--- src/rtl/bios_dec_pkg.sv ---
// Package: shared types and constants for the firmware region decoder.
// Assumes a 32-bit address space split into 64 KB pages for decoding.
package bios_dec_pkg;

    localparam int ADDR_W  = 32;
    localparam int PAGE_LSB = 16;
    localparam int PAGE_W  = ADDR_W - PAGE_LSB;

    // Page numbers (address bits 31:16) of each range
    localparam logic [PAGE_W-1:0] PG_LEG_LO   = 16'h000E;
    localparam logic [PAGE_W-1:0] PG_LEG_HI   = 16'h000F;
    localparam logic [PAGE_W-1:0] PG_TOP_LO   = 16'hFFFE;
    localparam logic [PAGE_W-1:0] PG_TOP_HI   = 16'hFFFF;
    localparam logic [PAGE_W-1:0] PG_EXT_FIRST = 16'hFFF8;
    localparam logic [PAGE_W-1:0] PG_EXT_LAST  = 16'hFFFD;

    typedef enum logic [2:0] {
        RGN_NONE,
        RGN_LEG_LO,
        RGN_LEG_HI,
        RGN_TOP_LO,
        RGN_TOP_HI,
        RGN_EXT
    } bios_rgn_e;

    typedef struct packed {
        logic claim;
        logic to_mem;
        logic cs;
        logic wp_err;
    } bios_dec_t;

endpackage

--- src/rtl/bios_ctrl_reg.sv ---
// Module: control register holding the region enables and write protect.
// Assumes a write-only port; only the three policy bits are stored.
module bios_ctrl_reg #(
    parameter int CTRL_W     = 8,
    parameter int WP_BIT     = 0,
    parameter int LO_EN_BIT  = 6,
    parameter int EXT_EN_BIT = 7
) (
    input  logic              clk,
    input  logic              rst_n,
    input  logic              we_i,
    input  logic [CTRL_W-1:0] wdata_i,
    output logic              wp_o,
    output logic              lo_en_o,
    output logic              ext_en_o
);
    localparam int NBITS = 3;
    localparam int SEL [NBITS] = '{WP_BIT, LO_EN_BIT, EXT_EN_BIT};

    logic [NBITS-1:0] bits_q;

    // Store each selected policy bit on a write; clear on reset
    for (genvar g = 0; g < NBITS; g++) begin : g_bit
        always_ff @(posedge clk) begin
            if (!rst_n)     bits_q[g] <= 1'b0;
            else if (we_i)  bits_q[g] <= wdata_i[SEL[g]];
        end
    end

    logic wdata_unused;
    assign wdata_unused = ^wdata_i;

    assign wp_o     = bits_q[0];
    assign lo_en_o  = bits_q[1];
    assign ext_en_o = bits_q[2];
endmodule

--- src/rtl/bios_range_classify.sv ---
// Module: maps the upper address bits onto one firmware range.
// Assumes all ranges are whole 64 KB pages; purely combinational.
module bios_range_classify
    import bios_dec_pkg::*;
(
    input  logic [PAGE_W-1:0] page_i,
    output bios_rgn_e         rgn_o
);
    // Compare the page number against each range
    always_comb begin
        if (page_i == PG_LEG_LO)       rgn_o = RGN_LEG_LO;
        else if (page_i == PG_LEG_HI)  rgn_o = RGN_LEG_HI;
        else if (page_i == PG_TOP_LO)  rgn_o = RGN_TOP_LO;
        else if (page_i == PG_TOP_HI)  rgn_o = RGN_TOP_HI;
        else if (page_i >= PG_EXT_FIRST && page_i <= PG_EXT_LAST)
                                       rgn_o = RGN_EXT;
        else                           rgn_o = RGN_NONE;
    end
endmodule

--- src/rtl/bios_route_policy.sv ---
// Module: turns range, initiator, direction and policy bits into a decision.
// Assumes the range is already classified; purely combinational.
module bios_route_policy
    import bios_dec_pkg::*;
(
    input  bios_rgn_e rgn_i,
    input  logic      from_exp_i,
    input  logic      wr_i,
    input  logic      wp_i,
    input  logic      lo_en_i,
    input  logic      ext_en_i,
    output bios_dec_t dec_o
);
    logic claim, cs_raw, mem;

    // Routing rules per initiator and range
    always_comb begin
        claim  = 1'b0;
        cs_raw = 1'b0;
        mem    = 1'b0;
        if (from_exp_i) begin
            unique case (rgn_i)
                RGN_LEG_HI: begin claim = 1'b1; cs_raw = 1'b1; end
                RGN_LEG_LO: begin
                    claim  = lo_en_i;
                    cs_raw = lo_en_i;
                    mem    = !lo_en_i;
                end
                default: ;
            endcase
        end else begin
            unique case (rgn_i)
                RGN_LEG_HI, RGN_TOP_HI: begin claim = 1'b1; cs_raw = 1'b1; end
                RGN_LEG_LO: begin claim = 1'b1; cs_raw = lo_en_i; end
                RGN_TOP_LO: begin claim = lo_en_i; cs_raw = lo_en_i; end
                RGN_EXT:    begin claim = ext_en_i; cs_raw = ext_en_i; end
                default: ;
            endcase
        end
    end

    // Write protect: keep the claim, drop the select, flag the violation
    always_comb begin
        dec_o.claim  = claim;
        dec_o.to_mem = mem;
        dec_o.wp_err = claim && wr_i && wp_i;
        dec_o.cs     = cs_raw && !(wr_i && wp_i);
    end
endmodule

--- src/rtl/bios_region_decoder.sv ---
// Module: top of the firmware region decoder; registers one decision per request.
// Assumes requests are single-cycle strobes; outputs follow one clock later.
module bios_region_decoder
    import bios_dec_pkg::*;
#(
    parameter int CTRL_W     = 8,
    parameter int WP_BIT     = 0,
    parameter int LO_EN_BIT  = 6,
    parameter int EXT_EN_BIT = 7
) (
    input  logic              clk,
    input  logic              rst_n,
    input  logic              req_i,
    input  logic [31:0]       addr_i,
    input  logic              wr_i,
    input  logic              from_exp_i,
    input  logic              cfg_we_i,
    input  logic [CTRL_W-1:0] cfg_wdata_i,
    output logic              dec_valid_o,
    output logic              claim_o,
    output logic              to_mem_o,
    output logic              bios_cs_o,
    output logic              wp_err_o
);
    logic      wp_en, lo_en, ext_en;
    bios_rgn_e rgn;
    bios_dec_t dec_d, dec_q;
    logic      valid_q;
    logic      addr_unused;

    assign addr_unused = ^addr_i[PAGE_LSB-1:0];

    bios_ctrl_reg #(
        .CTRL_W(CTRL_W), .WP_BIT(WP_BIT),
        .LO_EN_BIT(LO_EN_BIT), .EXT_EN_BIT(EXT_EN_BIT)
    ) u_ctrl (
        .clk(clk), .rst_n(rst_n), .we_i(cfg_we_i), .wdata_i(cfg_wdata_i),
        .wp_o(wp_en), .lo_en_o(lo_en), .ext_en_o(ext_en)
    );

    bios_range_classify u_cls (
        .page_i(addr_i[ADDR_W-1:PAGE_LSB]), .rgn_o(rgn)
    );

    bios_route_policy u_pol (
        .rgn_i(rgn), .from_exp_i(from_exp_i), .wr_i(wr_i), .wp_i(wp_en),
        .lo_en_i(lo_en), .ext_en_i(ext_en), .dec_o(dec_d)
    );

    // Register the decision; idle cycles yield an all-zero result
    always_ff @(posedge clk) begin
        if (!rst_n) begin
            dec_q   <= '0;
            valid_q <= 1'b0;
        end else begin
            dec_q   <= req_i ? dec_d : '0;
            valid_q <= req_i;
        end
    end

    assign dec_valid_o = valid_q;
    assign claim_o     = dec_q.claim;
    assign to_mem_o    = dec_q.to_mem;
    assign bios_cs_o   = dec_q.cs;
    assign wp_err_o    = dec_q.wp_err;
endmodule

--- config.mk ---
export PLATFORM = sky130hd
export DESIGN_NAME = bios_region_decoder
export DESIGN_NICKNAME = d
export VERILOG_FILES = /design/src/rtl/bios_dec_pkg.sv /design/src/rtl/bios_ctrl_reg.sv /design/src/rtl/bios_range_classify.sv /design/src/rtl/bios_route_policy.sv /design/src/rtl/bios_region_decoder.sv
export SDC_FILE = /design/constraint.sdc
export NUM_CORES = 1
export LEC_CHECK = 0
export ABC_CLOCK_PERIOD_IN_PS = 3300
export BUFFER_PORTS_ARGS = -buffer_cell sky130_fd_sc_hd__buf_2
export CORE_MARGIN = 5
export CORE_UTILIZATION = 35
export DETAILED_ROUTE_END_ITERATION = 10
export PLACE_DENSITY = 0.85
export SLEW_MARGIN = 20
export SYNTH_ARGS = -nofsm -noshare
export SYNTH_HDL_FRONTEND = slang
export SYNTH_SLANG_ARGS = --single-unit
--- constraint.sdc ---
create_clock -name clk -period 3.3 [get_ports clk]
set_clock_uncertainty 0.2 [all_clocks]
set_input_delay 0.165 -clock clk [delete_from_list [all_inputs] [get_ports clk]]
set_output_delay 0.165 -clock clk [all_outputs]
set_load 0.01 [all_outputs]
==> out/qor.csv, run 1 <==
stage;metric;value;unit
outcome;status;complete, no violations;
finish;Antenna Cells;0;
finish;sequential cell area;160;sq um
grt;global route total overflow;0;
worst_setup_path;critical path arrival;1.77;ns
timing;endpoints failing setup;0;
placed_design;port buffer count;29;
floorplan;# IOs;51;
placed_design;hpwl dp;964;um
timing;TNS Setup;0;ns
worst_setup_path;Critical Path End Type;flop;
worst_setup_path;CP Max Fanout;4;
pwr;Worst VDD drop;0.132;mV
clock_tree;H-tree depth;1;
clock_tree;CTS max path bufs;2;
grt;global-route wire length before repair;1.98;mm
worst_setup_path;CP Launch Type;primary input;
worst_setup_path;CP max-delay cell;dlygate4sd3_1;
clock_tree;TritonCTS Buffers;3;
clock_tree;post-cts sizing count;0;
timing;RSZ-0062 raised after global routing;false;
timing;highest clock rate;0.559;GHz
clock_tree;clk sinks;8;
finish;post-route cell area;707;sq um
run;Max Cap Viol;0;
detailed_routing;Via density;5.30;
floorplan;DIE AREA;0.00218;sq mm
detailed_routing;remaining antenna violation count after routing;0;
synthesis;Mapped Cells;51;
worst_setup_path;critical path required time;3.28;ns
grt;vias in the first global route;525;
worst_setup_path;worst path cell trace;dlygate4sd3_1 > buf_2 > and2_1 > nand3_1 > or4b_1 > o21ai_0;
floorplan;initial core utilization;36.6;%
timing;max_slew headroom;80.0;%
worst_hold_path;Hold Path Cell Cnt;3;
detailed_routing;DRC violation total after the first TritonRoute iteration;7;
synthesis;post-synth cell types;24;
pwr;Pwr Density;305;mW/mm^2
finish;area of the multi-input gates;307;sq um
timing;slew at the pin with the worst max-slew slack;0.297;ns
detailed_routing;post-DR wirelength/cell;11.6;um
worst_hold_path;min-delay worst type;in2reg;
synthesis;Net Count, Synth;97;
placed_design;Post-DP Area;634;sq um
floorplan;# rows;13;
placed_design;Routability Congestion;0.818;
detailed_routing;total number of vias;546;
synthesis;post-synth top area share;34.0;%
grt;pin count of the biggest net entering global routing;7;
worst_setup_path;WS Path Type;in2reg;
floorplan;die width;46.7;um
timing;final hold vios;0;
clock_tree;Clk pin slew, worst setup/hold paths;0.05;ns
worst_setup_path;largest stage delay on the critical path;0.52;ns
clock_tree;CTS root buffer;clkbuf_4;
synthesis;mapped cell area;470;sq um
grt;GRT Overall Usage;13.0;%
synthesis;Syn Area/Cell;9.22;sq um
worst_setup_path;Worst Reg-to-Reg Cells;5;
detailed_routing;WL final;1.20;mm
detailed_routing;Initial DRT Pass Iterations;4;
floorplan;core box area;0.00128;sq mm
grt;initial antenna violation count;0;
timing;fin. max-slew vios;0;
timing;min Tclk post-route;1.79;ns
synthesis;cell taking the most area after synthesis;dfxtp_1;
finish;layout cell share with drive strength beyond 1;45.5;%
finish;layout overhead on the synthesized area;50.3;%
clock_tree;clock tree from TritonCTS;yes;
clock_tree;Worst-Skew Late Latency;0.25;ns
finish;fill cell count;121;
detailed_routing;DRC Markers;0;
pwr;Leak;0.318;nW
floorplan;die height;46.7;um
timing;ratio of final minimum period to clock period;54.2;%
synthesis;Seq cells post-synth;8;
finish;layout net count;136;
synthesis;ranking of synthesized cells by area;dfxtp_1, mux2i_1, nor4_2;
synthesis;Yosys Warn Count;0;
synthesis;Seq/Total Area, Yosys;34.0;%
final cells by class:
cell class                 instances  share of cell area (%)
multi-input combinational         42                    43.4
timing repair buffer              34                    27.6
sequential                         8                    22.7
clock buffer                       3                    3.19
tap                               15                    2.65
inverter                           1                   0.531
worst paths after layout:
check,from,end,slack (ns)
worst min-delay path,cfg_wdata_i[7],u_ctrl.ext_en_o,0.01
worst min register to register,u_ctrl.wp_o,bios_cs_o,0.31
worst max register to register,u_ctrl.lo_en_o,wp_err_o,1.82
worst max-delay path,rst_n,wp_err_o,1.51
cell usage after synthesis (all sizes together):
cell    count
a21boi      1
a21oi       4
a221oi      1
a22oi       1
a31oi       1
and2        1
and3        1
and4        4
dfxtp       8
inv         1
mux2        1
mux2i       3
nand2       4
nand3       4
nand4       2
nor2        4
nor2b       3
nor4        3
o21ai       2
or2         1
or4b        1
logic make-up after synthesis:
group / synth area share [%]
buffers and inverters: 0.797
AND/OR/NAND/NOR: 41.5
multiplexers: 8.78
flip-flops: 34.0
AO/OA/AOI/OAI: 14.9
critical path: cells and delay by family:
| family | cells | cell delay, ns |
|---|---|---|
| buffers and inverters | 2 | 0.64 |
| AO/OA/AOI/OAI | 1 | 0.15 |
| AND/OR/NAND/NOR | 3 | 0.80 |
report_power, final:
| group | leakage, nW | total (W) | internal [W] | switching, W |
|---|---|---|---|---|
| Clock | 0.0138 | 0.0000739 | 0.0000416 | 0.0000323 |
| Sequential | 0.0653 | 0.000102 | 0.0000995 | 0.00000197 |
| Combinational | 0.239 | 0.0000402 | 0.0000220 | 0.0000182 |
cell usage in the layout (no fill, tap or decap), types with 2 or more instances in the layout:
master         instances
a21oi_1                4
and4_1                 2
buf_2                 29
clkbuf_4               3
dfxtp_1                8
dlygate4sd3_1          5
mux2i_1                3
nand2_1                4
nand3_1                4
nand4_1                2
nor2_1                 4
nor2b_1                3
nor4_2                 2
o21ai_0                2
metrics by stage:
stage / worst slack [ns] / total power [W] / cells / hold slack, ns / utilization (%)
finish: 1.51 / 0.000216 / 103 / 0.0136 / 55.0
global route: 1.38 / 0.000225 / 103 / 0.0400 / 55.0
CTS: 1.54 / 0.000216 / 103 / 0.0165 / 55.0
detailed placement: 1.59 / 0.000139 / 95 / 0.185 / 49.4
global placement: 1.63 / 0.000137 / 95 / 0.178 / 49.4
floorplan: 1.81 / 0.000115 / 51 / 0.0589 / -
layer usage:
layer	GRT usage, %	share of wire (%)	wire length (um)
met5	0	0	0
met3	3.13	12	148
met4	8.29	2.3	27
met2	21.7	45	542
met1	14.5	40	476
sequential cells by signal (all words and copies together) (netlist names):
register / count
bios_cs_o: 1
claim_o: 1
dec_valid_o: 1
u_ctrl.lo_en_o: 1
to_mem_o: 1
u_ctrl.ext_en_o: 1
u_ctrl.wp_o: 1
wp_err_o: 1
what timing repair did:
action                                 CTS  global route
hold buffers                             5             0
endpoints found under the hold margin    4             0
setup buffers                            0             0
(Power assumes the default switching activity.)
==> run 2, diff against run 1 <==
--- a/config.mk
+++ b/config.mk
@@ -5,12 +5,12 @@
 export SDC_FILE = /design/constraint.sdc
 export NUM_CORES = 1
 export LEC_CHECK = 0
-export ABC_CLOCK_PERIOD_IN_PS = 3300
+export ABC_CLOCK_PERIOD_IN_PS = 1600
 export BUFFER_PORTS_ARGS = -buffer_cell sky130_fd_sc_hd__buf_2
 export CORE_MARGIN = 5
-export CORE_UTILIZATION = 35
+export CORE_UTILIZATION = 29
 export DETAILED_ROUTE_END_ITERATION = 10
-export PLACE_DENSITY = 0.85
+export PLACE_DENSITY = 0.76
 export SLEW_MARGIN = 20
 export SYNTH_ARGS = -nofsm -noshare
 export SYNTH_HDL_FRONTEND = slang
==> constraint.sdc (replaced) <==
create_clock -name clk -period 1.6 [get_ports clk]
set_clock_uncertainty 0.2 [all_clocks]
set_input_delay 0.08 -clock clk [delete_from_list [all_inputs] [get_ports clk]]
set_output_delay 0.08 -clock clk [all_outputs]
set_load 0.01 [all_outputs]
==> out/qor.csv, run 2 (synthesis gave the netlist of run 1 again) <==
stage;metric;value;unit;change
worst_setup_path;CP max-delay cell;dlygate4sd3_1;;unchanged
pwr;Pwr Density;595;mW/mm^2;was 305 mW/mm^2
worst_setup_path;r2r setup slk;0.11;ns;was 1.82 ns
worst_setup_path;worst path cell trace;dlygate4sd3_1 > buf_2 > nand3_1 > or4b_1 > o21ai_0;;was dlygate4sd3_1 > buf_2 > and2_1 > nand3_1 > or4b_1 > o21ai_0
clock_tree;clk sinks;8;;unchanged
clock_tree;TritonCTS Buffers;3;;unchanged
placed_design;hpwl dp;1.05;mm;was 964 um
grt;initial antenna violation count;0;;unchanged
timing;min Tclk post-route;1.50;ns;
finish;most frequent cells in the layout;buf_2, dlygate4sd3_1, dfxtp_1;;was buf_2, dfxtp_1, dlygate4sd3_1
grt;global-route wire length before repair;2.21;mm;was 1.98 mm
grt;pin count of the biggest net entering global routing;7;;unchanged
clock_tree;clock tree from TritonCTS;yes;;unchanged
detailed_routing;post-DR wirelength/cell;11.9;um;was 11.6 um
timing;slew at the pin with the worst max-slew slack;0.269;ns;was 0.297 ns
worst_setup_path;critical path required time;1.58;ns;was 3.28 ns
run;Max Cap Viol;0;;unchanged
floorplan;# rows;14;;was 13
placed_design;port buffer count;29;;unchanged
worst_setup_path;WS Path Type;in2reg;;unchanged
timing;ratio of final minimum period to clock period;93.6;%;
finish;most common cell after layout, fill and taps aside;buf_2;;unchanged
floorplan;die height;50.3;um;was 46.7 um
worst_hold_path;hold_sp;addr_i[19];;was cfg_wdata_i[7]
grt;global route total overflow;0;;unchanged
finish;layout cell share with drive strength beyond 1;45.2;%;was 45.5%
finish;layout net count;141;;was 136
detailed_routing;DRC violation total after the first TritonRoute iteration;0;;was 7
pwr;Leak;0.343;nW;was 0.318 nW
worst_setup_path;CP Launch Type;primary input;;unchanged
placed_design;Routability Congestion;0.859;;was 0.818
worst_setup_path;Worst Reg-to-Reg Cells;4;;was 5
grt;GRT Overall Usage;10.9;%;was 13.0%
floorplan;DIE AREA;0.00253;sq mm;was 0.00218 sq mm
worst_hold_path;WHS Endpoint;wp_err_o;;was u_ctrl.ext_en_o
worst_setup_path;CP Max Fanout;2;;was 4
timing;max_slew headroom;81.8;%;was 80.0%
clock_tree;CTS max path bufs;2;;unchanged
floorplan;die width;50.3;um;was 46.7 um
worst_setup_path;RR Endpoint;to_mem_o;;was wp_err_o
finish;layout overhead on the synthesized area;61.2;%;was 50.3%
finish;Antenna Cells;0;;unchanged
worst_setup_path;largest stage delay on the critical path;0.52;ns;about the same
worst_setup_path;Critical Path End Type;flop;;unchanged
clock_tree;H-tree depth;1;;unchanged
floorplan;# IOs;51;;unchanged
clock_tree;CTS root buffer;clkbuf_4;;unchanged
worst_hold_path;min-delay worst type;in2reg;;unchanged
timing;TNS Setup;0;ns;unchanged
timing;highest clock rate;0.668;GHz;
detailed_routing;Via density;5.02;;was 5.30
floorplan;initial core utilization;30.9;%;was 36.6%
detailed_routing;WL final;1.30;mm;was 1.20 mm
finish;fill cell count;148;;was 121
detailed_routing;total number of vias;547;;was 546
detailed_routing;remaining antenna violation count after routing;0;;unchanged
worst_setup_path;R2R Path Start;u_ctrl.lo_en_o;;unchanged
timing;endpoints failing setup;0;;unchanged
clock_tree;Clk pin slew, worst setup/hold paths;0.05;ns;about the same
detailed_routing;DRC Markers;0;;unchanged
worst_hold_path;Hold Path Cell Cnt;3;;unchanged
floorplan;core box area;0.00152;sq mm;was 0.00128 sq mm
timing;Hold WS;0.0278;ns;was 0.0136 ns
detailed_routing;Initial DRT Pass Iterations;1;;was 4
worst_setup_path;critical path arrival;1.48;ns;was 1.77 ns
timing;fin. max-slew vios;0;;unchanged
clock_tree;Worst-Skew Late Latency;0.25;ns;about the same
grt;vias in the first global route;586;;was 525
timing;final hold vios;0;;unchanged
timing;RSZ-0062 raised after global routing;false;;unchanged
pwr;Worst VDD drop;0.268;mV;was 0.132 mV
outcome;status;complete, no violations;;unchanged
==> run 2: cell count changes in the layout (fill, tap and decap cells not counted) <==
cell / change
nor2_1: -1
nor2_2: +1
buf_4: +1
dlygate4sd3_1: +4
==> run 2: how the worst max path moves through the flow <==
stage                      endpoint           start  cells past startpoint  slack [ns]
final                      wp_err_o            wr_i                      5        0.10
after global routing       wp_err_o  u_ctrl.lo_en_o                      5        0.02
after CTS                  wp_err_o            wr_i                      5        0.11
after detailed placement  bios_cs_o      addr_i[28]                      6        0.02
after global placement    bios_cs_o      addr_i[26]                      6        0.05
after floorplan           bios_cs_o      addr_i[26]                      5        0.19
==> run 2: per-stage QoR <==
step	cells	util, %	power, W	cell area, sq um	setup WS (ns)
2_1_floorplan	51	-	0.000237	470	0.193
3_3_place_gp	97	42.2	0.000284	643	0.0520
3_5_place_dp	97	42.2	0.000286	643	0.0206
4_1_cts	109	49.6	0.000459	756	0.110
5_1_grt	109	49.8	0.000474	758	0.0219
6_report	109	49.8	0.000451	758	0.103
==> run 2: final cells by class <==
cell class	instances	area [sq um]	share of cell area (%)
sequential	8	160	21.1
timing repair buffer	39	243	32.0
tap	16	20.0	2.64
multi-input combinational	42	309	40.8
inverter	1	3.75	0.495
clock buffer	3	22.5	2.97
==> run 2: report_power, final <==
part	switching [W]	total [W]	internal, W
Clock	0.0000648	0.000150	0.0000856
Combinational	0.0000386	0.0000911	0.0000524
Sequential	0.00000409	0.000209	0.000205
==> run 2: routing by layer <==
layer / up-vias / wire [um] / GRT usage (%)
li1: 279 / - / -
met1: 241 / 517 / 12.5
met2: 25 / 629 / 18.4
met3: 2 / 132 / 2.66
met4: 0 / 17 / 5.68
met5: - / 0 / 0
==> run 2: timing repair <==
| action | 4_1_cts | 5_1_grt |
|---|---|---|
| hold buffers | 9 | 0 |
| resized for setup | 0 | 1 |
| setup buffers | 0 | 0 |
| endpoints found under the setup margin | 0 | 1 |
| hold endpoints to repair | 7 | 0 |
==> run 2: worst max-delay path: cells and delay by family <==
family                 cells  cell delay, ns
buffers and inverters      2            0.63
AOI/OAI and AO/OA          1            0.14
and+or+nand+nor            2            0.62
